File: src/rtl/irq_status_pkg.sv
package irq_status_pkg;
    localparam int N_EVT  = 6;
    localparam int DATA_W = 32;

    localparam int EVT_SPEED  = 0;
    localparam int EVT_SRCADR = 1;
    localparam int EVT_FCAR   = 2;
    localparam int EVT_PART   = 3;
    localparam int EVT_ISOL   = 4;
    localparam int EVT_JAB    = 5;

    typedef enum logic {
        CELL_IDLE    = 1'b0,
        CELL_LATCHED = 1'b1
    } cell_state_t;
endpackage

File: src/rtl/irq_clr_decode.sv
module irq_clr_decode #(
    parameter int N = 6
) (
    input  logic         w1c_mode_i,
    input  logic         rd_en_i,
    input  logic         wr_en_i,
    input  logic [N-1:0] wr_bits_i,
    output logic [N-1:0] clr_o
);
    always_comb begin
        if (w1c_mode_i) begin
            clr_o = wr_en_i ? wr_bits_i : '0;
        end else begin
            clr_o = rd_en_i ? '1 : '0;
        end
    end
endmodule

File: src/rtl/irq_evt_cell.sv
module irq_evt_cell
    import irq_status_pkg::*;
(
    input  logic clk,
    input  logic rst_n,
    input  logic evt_i,
    input  logic clr_i,
    output logic bit_o
);
    cell_state_t state_q, state_d;

    always_ff @(posedge clk) begin
        if (!rst_n) state_q <= CELL_IDLE;
        else        state_q <= state_d;
    end

    // CAPTURE / RELEASE / HOLD; an event always wins over a clear
    always_comb begin
        state_d = state_q;
        unique case (state_q)
            CELL_IDLE:    if (evt_i)           state_d = CELL_LATCHED;
            CELL_LATCHED: if (clr_i && !evt_i) state_d = CELL_IDLE;
            default:                           state_d = CELL_IDLE;
        endcase
    end

    always_comb begin
        unique case (state_q)
            CELL_LATCHED: bit_o = 1'b1;
            default:      bit_o = 1'b0;
        endcase
    end
endmodule

File: src/rtl/irq_status_reg.sv
module irq_status_reg
    import irq_status_pkg::*;
#(
    parameter int DW = DATA_W,
    parameter int NE = N_EVT
) (
    input  logic          clk,
    input  logic          rst_n,
    input  logic [NE-1:0] event_i,
    input  logic          w1c_mode_i,
    input  logic          rd_en_i,
    input  logic          wr_en_i,
    input  logic [DW-1:0] wr_data_i,
    output logic [DW-1:0] rd_data_o,
    output logic          irq_o
);
    localparam int RSV_W = DW - NE;

    logic [NE-1:0] clr_vec;
    logic [NE-1:0] status;
    logic          unused_wr_hi;

    assign unused_wr_hi = ^wr_data_i[DW-1:NE];

    irq_clr_decode #(.N(NE)) dec_i (
        .w1c_mode_i (w1c_mode_i),
        .rd_en_i    (rd_en_i),
        .wr_en_i    (wr_en_i),
        .wr_bits_i  (wr_data_i[NE-1:0]),
        .clr_o      (clr_vec)
    );

    for (genvar k = 0; k < NE; k++) begin : g_cell
        irq_evt_cell cell_i (
            .clk   (clk),
            .rst_n (rst_n),
            .evt_i (event_i[k]),
            .clr_i (clr_vec[k]),
            .bit_o (status[k])
        );
    end

    // read data shows the held value; a clear lands at the closing edge
    assign rd_data_o = {{RSV_W{1'b0}}, status};
    assign irq_o     = |status;
endmodule


File: config.mk
export PLATFORM = sky130hd
export DESIGN_NAME = irq_status_reg
export DESIGN_NICKNAME = d
export VERILOG_FILES = /design/src/rtl/irq_status_pkg.sv /design/src/rtl/irq_clr_decode.sv /design/src/rtl/irq_evt_cell.sv /design/src/rtl/irq_status_reg.sv
export SDC_FILE = /design/constraint.sdc
export NUM_CORES = 1
export LEC_CHECK = 0
export ABC_AREA = 1
export BUFFER_PORTS_ARGS = -buffer_cell sky130_fd_sc_hd__clkbuf_2
export CORE_UTILIZATION = 28
export CTS_BUF_LIST = sky130_fd_sc_hd__clkbuf_2
export CTS_CLUSTER_SIZE = 8
export DETAILED_ROUTE_END_ITERATION = 8
export GPL_ROUTABILITY_DRIVEN = 0
export PLACE_DENSITY = 0.78
export SETUP_SLACK_MARGIN = 0.5
export SYNTH_ARGS = -nofsm -noshare
export SYNTH_HDL_FRONTEND = slang
export SYNTH_SLANG_ARGS = --single-unit
File: constraint.sdc
create_clock -name clk -period 0.8 [get_ports clk]
set_clock_uncertainty 0.1 [all_clocks]
set_input_delay 0 -clock clk [delete_from_list [all_inputs] [get_ports clk]]
set_output_delay 0 -clock clk [all_outputs]
set_load 0.01 [all_outputs]
==> impl_metrics.prom, run 1 <==
# TYPE chip_impl_metric gauge
chip_impl_info{name="status",value="complete, but fails checks"} 1
chip_impl_info{name="failed_checks",value="negative hold slack, negative setup slack"} 1
chip_impl_info{name="dominant_combinational_cell_family_by_area_after_synthesis",value="buffers and inverters"} 1
chip_impl_metric{name="met3_wirelength",unit="um"} 90
chip_impl_metric{name="mean_syn_cell_area",unit="um2"} 6.512
chip_impl_metric{name="final.hold.worst_slack",unit="ps"} -101.3
chip_impl_metric{name="num_io_pins",unit=""} 76
chip_impl_metric{name="final_net_count",unit=""} 151
chip_impl_metric{name="drive_gt1_share",unit="%"} 45.28
chip_impl_metric{name="total_track_usage",unit="%"} 8.995
chip_impl_metric{name="fin_crit_sh",unit="%"} 118.1
chip_impl_metric{name="synth-edff-count",unit=""} 0
chip_impl_metric{name="postLayoutCoreUtil",unit="%"} 38.09
chip_impl_info{name="grt_setup_unrepaired",value="true"} 1
chip_impl_metric{name="htree_levels",unit=""} 1
chip_impl_metric{name="share_seq_of_total_power",unit="%"} 41.5
chip_impl_info{name="ys_top_cells_by_area",value="sky130_fd_sc_hd__buf_4, sky130_fd_sc_hd__dfxtp_1, sky130_fd_sc_hd__nand2_1"} 1
chip_impl_metric{name="timing.final.max_slew_violations",unit=""} 0
chip_impl_metric{name="worst_ir_drop_vdd",unit="mV"} 0.6618
chip_impl_info{name="worst_hold_path.endpoint",value="g_cell[5].cell_i.state_q$_SDFF_PN0_"} 1
chip_impl_metric{name="ys_types",unit=""} 10
chip_impl_metric{name="timing.final.setup_violations",unit=""} 5
chip_impl_metric{name="max_freq",unit="MHz"} 1058
chip_impl_metric{name="synth.mux.area_fraction",unit="%"} 0
chip_impl_metric{name="clk-insertion-delay-late",unit="ps"} 210
chip_impl_info{name="critical_path.endpoint_type",value="primary output"} 1
chip_impl_metric{name="drc_violations_left",unit=""} 0
chip_impl_metric{name="yosys_register_bits",unit=""} 6
chip_impl_info{name="critPathSlowestCell",value="sky130_fd_sc_hd__dfxtp_2"} 1
chip_impl_metric{name="critical-path-max-stage-delay",unit="ps"} 320
chip_impl_metric{name="count_of_non_filler_cells_in_the_finished_layout",unit=""} 131
chip_impl_metric{name="antenna_cells_inserted",unit=""} 0
chip_impl_metric{name="endpoints_failing_hold",unit=""} 6
chip_impl_metric{name="cell_internal_pwr",unit="mW"} 0.5504
chip_impl_metric{name="detailed_place.area",unit="um2"} 548.0
chip_impl_info{name="ys_dominant_reg_cell",value="sky130_fd_sc_hd__dfxtp_1"} 1
chip_impl_metric{name="core-area",unit="um2"} 1764
chip_impl_metric{name="critPathMaxFanout",unit=""} 2
chip_impl_metric{name="detail_route.wirelength",unit="um"} 1012
chip_impl_metric{name="die-width",unit="um"} 45.94
chip_impl_info{name="r2r_start",value="g_cell[5].cell_i.state_q$_SDFF_PN0_"} 1
chip_impl_metric{name="start_util",unit="%"} 30.64
chip_impl_metric{name="cts.sink_count",unit=""} 6
chip_impl_metric{name="switchingPower",unit="mW"} 0.2773
chip_impl_info{name="hold_path_startpoint",value="event_i[5]"} 1
chip_impl_metric{name="dr_total_vias",unit=""} 445
chip_impl_metric{name="detailedPlacementHpwl",unit="um"} 760.3
chip_impl_metric{name="ctsLongestPathBuffers",unit=""} 2
chip_impl_metric{name="design_area",unit="um2"} 671.9
chip_impl_metric{name="grt_antenna_before_repair",unit=""} 0
chip_impl_metric{name="die_area",unit="um2"} 2110
chip_impl_metric{name="cp.arrival",unit="ps"} 850
chip_impl_metric{name="wl_met1",unit="um"} 411
chip_impl_metric{name="reg2regPathDepth",unit=""} 3
chip_impl_info{name="post_synth_most_frequent_cells",value="sky130_fd_sc_hd__buf_4, sky130_fd_sc_hd__nand2_1, sky130_fd_sc_hd__inv_1"} 1
chip_impl_metric{name="number_of_global_route_vias_before_repair",unit=""} 335
chip_impl_metric{name="die_h",unit="um"} 45.94
chip_impl_info{name="start_kind",value="flip-flop"} 1
chip_impl_info{name="top_regs",value="g_cell.cell_i.state_q (6)"} 1
chip_impl_metric{name="synthToLayoutAreaGrowth",unit="%"} 24.31
chip_impl_metric{name="synth_area_in_compound_gates",unit="%"} 5.556
chip_impl_info{name="yosysMostFrequentCell",value="sky130_fd_sc_hd__buf_4"} 1
chip_impl_info{name="hp-class",value="input pin to flip-flop"} 1
chip_impl_metric{name="synth-warning-count",unit=""} 0
chip_impl_metric{name="cts.reportedPaths.clkPinSlew",unit="ps"} 50
chip_impl_metric{name="total_power",unit="mW"} 0.8277
chip_impl_metric{name="summed_instance_area_of_the_synthesized_netlist",unit="um2"} 540.5
chip_impl_metric{name="globalRoute.totalOverflow",unit=""} 0
chip_impl_metric{name="post_synth_fa_ha_maj_area_fraction",unit="%"} 0
chip_impl_metric{name="ys_seq_area_share",unit="%"} 22.22
chip_impl_metric{name="worst-endpoint-required",unit="ps"} 700
chip_impl_metric{name="simple_gate_share_of_the_synthesized_area",unit="%"} 20.83
chip_impl_metric{name="buffer_ports.inserted",unit=""} 23
chip_impl_metric{name="synthArstFlopShare",unit="%"} 0
chip_impl_metric{name="numCtsBuffers",unit=""} 3
chip_impl_metric{name="detail_route.wl_per_cell",unit="um"} 7.725
chip_impl_metric{name="drtIter0Drc",unit=""} 2
chip_impl_metric{name="drt_pre_antenna_iters",unit=""} 4
chip_impl_metric{name="logic_pwr_share",unit="%"} 34.2
chip_impl_metric{name="post-place-cells",unit=""} 124
chip_impl_metric{name="postRouteAntennaNets",unit=""} 0
chip_impl_metric{name="worstHoldPathCells",unit=""} 3
chip_impl_metric{name="synth.top_cell.area_share",unit="%"} 44.44
chip_impl_metric{name="num-fill-cells",unit=""} 223
chip_impl_info{name="crit-reg2reg-capture",value="g_cell[5].cell_i.state_q$_SDFF_PN0_"} 1
chip_impl_metric{name="p_leak",unit="nW"} 0.4091
chip_impl_info{name="cts_root_buffer",value="sky130_fd_sc_hd__clkbuf_2"} 1
chip_impl_info{name="highest_metal_used",value="met3"} 1
chip_impl_info{name="crit_path_kind",value="flip-flop to primary output"} 1
chip_impl_metric{name="max_ffs_per_register",unit=""} 6
chip_impl_metric{name="maxCapViolations",unit=""} 0
chip_impl_metric{name="power_frac_clock",unit="%"} 24.4
chip_impl_metric{name="number_of_instances_in_the_synthesized_netlist",unit=""} 83
chip_impl_metric{name="rrSetupSlack",unit="ps"} 10
chip_impl_info{name="synth_top_area_cell",value="sky130_fd_sc_hd__buf_4"} 1
chip_impl_metric{name="met2_wirelength",unit="um"} 510
chip_impl_metric{name="layout_setup_ws",unit="ps"} -145.1
chip_impl_metric{name="std_cell_rows",unit=""} 15
chip_impl_metric{name="avgViaCountPerCell",unit=""} 3.397
chip_impl_info{name="cts_tree",value="done"} 1
chip_impl_metric{name="grt_first_pass_wirelength",unit="um"} 1290
chip_impl_metric{name="largest_net_degree_at_the_start_of_global_routing",unit=""} 8
chip_impl_metric{name="synth_xor_area_share",unit="%"} 0
chip_impl_metric{name="p_per_area",unit="nW/um2"} 1232
chip_impl_info{name="crit_chain",value="nor2_1 > nand3_1 > clkbuf_2"} 1
chip_impl_metric{name="pre_cts_ws",unit="ps"} 63.52
chip_impl_metric{name="switching_share",unit="%"} 33.50
chip_impl_metric{name="fin_tns_setup",unit="ps"} -410.4
chip_impl_info{name="top_register",value="g_cell.cell_i.state_q"} 1
chip_impl_metric{name="post-route-min-period",unit="ps"} 945.1
## cell usage in the layout (no fill, tap or decap)
cell and n:
sky130_fd_sc_hd__a21oi_1 2, sky130_fd_sc_hd__nand2_2 5, sky130_fd_sc_hd__inv_2 1, sky130_fd_sc_hd__buf_6 9, sky130_fd_sc_hd__conb_1 26, sky130_fd_sc_hd__nor2_1 1, sky130_fd_sc_hd__nand3_1 1, sky130_fd_sc_hd__buf_4 1
sky130_fd_sc_hd__inv_1 8, sky130_fd_sc_hd__nand2_1 20, sky130_fd_sc_hd__clkbuf_2 20, sky130_fd_sc_hd__dfxtp_2 6, sky130_fd_sc_hd__a21oi_2 4, sky130_fd_sc_hd__nor2_2 2
## critical path, delay by kind of cell (launching register included)
family,cells,cell delay [ps]
flops,1,320
buf+inv,1,130
simple gates,2,190
## metal layers
metal  vias up  global-route usage, %
met5         -                      0
met2        30                  14.37
li1        234                      -
met4         0                  7.059
met3         0                  2.381
met1       181                  9.953
## worst max path at each step
stage                                              from                                   to  cells after the start
finish              g_cell[0].cell_i.state_q$_SDFF_PN0_                                irq_o                      3
global route        g_cell[0].cell_i.state_q$_SDFF_PN0_                                irq_o                      3
CTS                 g_cell[1].cell_i.state_q$_SDFF_PN0_                                irq_o                      3
detailed placement  g_cell[3].cell_i.state_q$_SDFF_PN0_                                irq_o                      3
global placement    g_cell[5].cell_i.state_q$_SDFF_PN0_                                irq_o                      3
floorplan           g_cell[0].cell_i.state_q$_SDFF_PN0_  g_cell[0].cell_i.state_q$_SDFF_PN0_                      2
## layout make-up
cell class / count / area, um2 / share of cell area (%)
Clock buffer: 3 / 15.01 / 2.235
Inverter: 9 / 33.78 / 5.028
Multi-Input combinational cell: 61 / 270.3 / 40.22
Sequential cell: 6 / 127.6 / 18.99
Tap cell: 25 / 31.28 / 4.655
Timing Repair Buffer: 27 / 193.9 / 28.86
## power by group through the flow
| stage | Sequential (mW) | Combinational (mW) | Clock, mW |
|---|---|---|---|
| after global placement | 0.344 | 0.206 | 0 |
| after detailed placement | 0.345 | 0.209 | 0 |
| final | 0.343 | 0.283 | 0.202 |
| after floorplan | 0.342 | 0.251 | 0 |
| after global routing | 0.346 | 0.316 | 0.233 |
| after CTS | 0.338 | 0.236 | 0.218 |
## cells by family (layout without fill, tap and decap cells)
kind of cell / Yosys count / in the layout
buf+inv: 41 / 39
simple gates: 29 / 29
other cells: 1 / 26
flops: 6 / 6
compound gates: 6 / 6
## repair_timing
item	4_1_cts	5_1_grt
endpoints found under the hold margin	6	6
buffers inserted	3	1
pin swaps	5	1
endpoints found under the setup margin	13	13
gates resized for setup	6	19
Note: power is estimated with default switching activity, not from simulation.
==> inputs of run 2 (changes only) <==
--- a/config.mk
+++ b/config.mk
@@ -7,13 +7,15 @@
 export LEC_CHECK = 0
 export ABC_AREA = 1
 export BUFFER_PORTS_ARGS = -buffer_cell sky130_fd_sc_hd__clkbuf_2
-export CORE_UTILIZATION = 28
-export CTS_BUF_LIST = sky130_fd_sc_hd__clkbuf_2
+export CORE_UTILIZATION = 27
+export CTS_BUF_LIST = sky130_fd_sc_hd__clkbuf_16
 export CTS_CLUSTER_SIZE = 8
 export DETAILED_ROUTE_END_ITERATION = 8
 export GPL_ROUTABILITY_DRIVEN = 0
-export PLACE_DENSITY = 0.78
+export PLACE_DENSITY = 0.76
+export RECOVER_POWER = 50
 export SETUP_SLACK_MARGIN = 0.5
+export SLEW_MARGIN = 15
 export SYNTH_ARGS = -nofsm -noshare
 export SYNTH_HDL_FRONTEND = slang
 export SYNTH_SLANG_ARGS = --single-unit
==> impl_metrics.prom, run 2 (same netlist as run 1, synthesis figures left out) <==
# TYPE chip_impl_metric gauge
chip_impl_info{name="status",value="complete, but fails checks"} 1
chip_impl_info{name="failed_checks",value="negative hold slack, negative setup slack"} 1
chip_impl_metric{name="detailedPlacementHpwl",unit="um"} 791.3
chip_impl_info{name="top_register",value="g_cell.cell_i.state_q"} 1
chip_impl_metric{name="num_io_pins",unit=""} 76
chip_impl_metric{name="core-area",unit="um2"} 1802
chip_impl_metric{name="multi_input_area",unit="um2"} 261.5
chip_impl_metric{name="p_leak",unit="nW"} 0.4238
chip_impl_info{name="start_kind",value="flip-flop"} 1
chip_impl_metric{name="cts.reportedPaths.clkPinSlew",unit="ps"} 30
chip_impl_metric{name="synthToLayoutAreaGrowth",unit="%"} 30.56
chip_impl_metric{name="cts.sink_count",unit=""} 6
chip_impl_metric{name="postLayoutCoreUtil",unit="%"} 39.17
chip_impl_metric{name="buffer_ports.inserted",unit=""} 23
chip_impl_metric{name="numCtsBuffers",unit=""} 3
chip_impl_metric{name="ctsLongestPathBuffers",unit=""} 2
chip_impl_metric{name="area.sequential",unit="um2"} 127.6
chip_impl_info{name="cts_tree",value="done"} 1
chip_impl_metric{name="avgViaCountPerCell",unit=""} 3.508
chip_impl_metric{name="die-width",unit="um"} 46.74
chip_impl_metric{name="final_net_count",unit=""} 150
chip_impl_info{name="most_common_cell_after_layout_fill_and_taps_aside",value="sky130_fd_sc_hd__conb_1"} 1
chip_impl_metric{name="p_per_area",unit="nW/um2"} 2019
chip_impl_metric{name="drive_gt1_share",unit="%"} 41.90
chip_impl_info{name="cts_root_buffer",value="sky130_fd_sc_hd__clkbuf_16"} 1
chip_impl_metric{name="clk-insertion-delay-late",unit="ps"} 230
chip_impl_metric{name="total_track_usage",unit="%"} 8.854
chip_impl_metric{name="number_of_global_route_vias_before_repair",unit=""} 321
chip_impl_metric{name="grt_antenna_before_repair",unit=""} 0
chip_impl_metric{name="met2_wirelength",unit="um"} 491
chip_impl_info{name="grt_setup_unrepaired",value="true"} 1
chip_impl_metric{name="endpoints_failing_hold",unit=""} 6
chip_impl_info{name="hp-class",value="input pin to flip-flop"} 1
chip_impl_metric{name="maxCapViolations",unit=""} 0
chip_impl_metric{name="die_h",unit="um"} 46.74
chip_impl_metric{name="post-place-cells",unit=""} 124
chip_impl_metric{name="switching_share",unit="%"} 24.12
chip_impl_metric{name="drtIter0Drc",unit=""} 10
chip_impl_metric{name="total_power",unit="mW"} 1.425
chip_impl_metric{name="fin_crit_sh",unit="%"} 119.2
chip_impl_metric{name="count_of_non_filler_cells_in_the_finished_layout",unit=""} 130
chip_impl_info{name="top_regs",value="g_cell.cell_i.state_q (6)"} 1
chip_impl_metric{name="share_seq_of_total_power",unit="%"} 24.3
chip_impl_metric{name="worst-endpoint-required",unit="ps"} 700
chip_impl_metric{name="postRouteAntennaNets",unit=""} 0
chip_impl_metric{name="drc_violations_left",unit=""} 0
chip_impl_metric{name="critPathMaxFanout",unit=""} 2
chip_impl_info{name="r2r_start",value="g_cell[1].cell_i.state_q$_SDFF_PN0_"} 1
chip_impl_metric{name="antenna_cells_inserted",unit=""} 0
chip_impl_info{name="hold_path_startpoint",value="event_i[2]"} 1
chip_impl_metric{name="htree_levels",unit=""} 1
chip_impl_metric{name="layout_setup_ws",unit="ps"} -153.7
chip_impl_metric{name="num-fill-cells",unit=""} 200
chip_impl_metric{name="largest_net_degree_at_the_start_of_global_routing",unit=""} 8
chip_impl_metric{name="switchingPower",unit="mW"} 0.3435
chip_impl_metric{name="drt_pre_antenna_iters",unit=""} 4
chip_impl_metric{name="pre_cts_ws",unit="ps"} 78.43
chip_impl_metric{name="met3_wirelength",unit="um"} 98
chip_impl_info{name="critical_path.endpoint_type",value="primary output"} 1
chip_impl_metric{name="logic_pwr_share",unit="%"} 18.4
chip_impl_info{name="highest_metal_used",value="met4"} 1
chip_impl_metric{name="cell_internal_pwr",unit="mW"} 1.081
chip_impl_metric{name="std_cell_rows",unit=""} 15
chip_impl_info{name="highest_count_cells_in_the_layout_ignoring_fill_and_taps",value="sky130_fd_sc_hd__conb_1, sky130_fd_sc_hd__nand2_1, sky130_fd_sc_hd__clkbuf_2"} 1
chip_impl_metric{name="final.hold.worst_slack",unit="ps"} -116.6
chip_impl_metric{name="cp.arrival",unit="ps"} 850
chip_impl_metric{name="die_area",unit="um2"} 2185
chip_impl_metric{name="start_util",unit="%"} 30.00
chip_impl_metric{name="max_ffs_per_register",unit=""} 6
chip_impl_metric{name="wl_met1",unit="um"} 387
chip_impl_metric{name="timing.final.max_slew_violations",unit=""} 0
chip_impl_metric{name="detail_route.wl_per_cell",unit="um"} 7.723
chip_impl_metric{name="max_freq",unit="MHz"} 1049
chip_impl_metric{name="detail_route.wirelength",unit="um"} 1004
chip_impl_metric{name="worst_ir_drop_vdd",unit="mV"} 1.063
chip_impl_metric{name="globalRoute.totalOverflow",unit=""} 0
chip_impl_metric{name="timing.final.setup_violations",unit=""} 4
chip_impl_metric{name="power_frac_clock",unit="%"} 57.3
chip_impl_info{name="crit_path_kind",value="flip-flop to primary output"} 1
chip_impl_metric{name="dr_total_vias",unit=""} 456
chip_impl_info{name="cp-startpoint",value="g_cell[4].cell_i.state_q$_SDFF_PN0_"} 1
chip_impl_metric{name="post-route-min-period",unit="ps"} 953.7
chip_impl_metric{name="grt_first_pass_wirelength",unit="um"} 1228
## run 2: path summary, 6_finish.rpt
| path | slack [ps] | end | depth (start not counted) |
|---|---|---|---|
| min | -120 | g_cell[2].cell_i.state_q$_SDFF_PN0_ | 3 |
| min reg2reg | 380 | g_cell[2].cell_i.state_q$_SDFF_PN0_ | 2 |
| max reg2reg | 10 | g_cell[1].cell_i.state_q$_SDFF_PN0_ | 3 |
| max | -150 | irq_o | 3 |
## run 2: routing by layer
metal  track usage, %  vias to the layer above
li1                 -                      232
met1            7.674                      185
met2            14.44                       35
met3            4.615                        4
met4            8.571                        0
met5                0                        -
## run 2: final cells by class
cell class | instances | share of cell area (%)
Clock buffer | 3 | 10.64
Multi-Input combinational cell | 61 | 37.06
Sequential cell | 6 | 18.09
Timing Repair Buffer | 26 | 25.00
Inverter | 9 | 4.787
Tap cell | 25 | 4.433
## run 2: power by group through the flow
stage,logic [mW],registers (mW),clock network (mW)
finish,0.262,0.347,0.816
floorplan,0.251,0.342,0
detailed placement,0.208,0.346,0
global placement,0.206,0.344,0
global route,0.293,0.349,0.852
CTS,0.217,0.341,0.824
## run 2: metrics by stage
step           TNS [ps]  cell area (um2)
6_report         -383.2            705.7
5_1_grt          -517.9            705.7
4_1_cts          -242.8            634.4
3_5_place_dp          0            548.0
3_3_place_gp          0            548.0
2_1_floorplan         0            641.9
## run 2: critical path, cell delays in order, from the launching register on
cell                      delay, ps
sky130_fd_sc_hd__dfxtp_2        320
sky130_fd_sc_hd__nor2_2         100
sky130_fd_sc_hd__nand3_1         70
sky130_fd_sc_hd__buf_2          140
## run 2: repair_timing
action	CTS	global route
setup endpoints to repair	13	13
pin swaps	4	6
endpoints found under the hold margin	6	6
resized for setup	1	20
buffers inserted	1	2
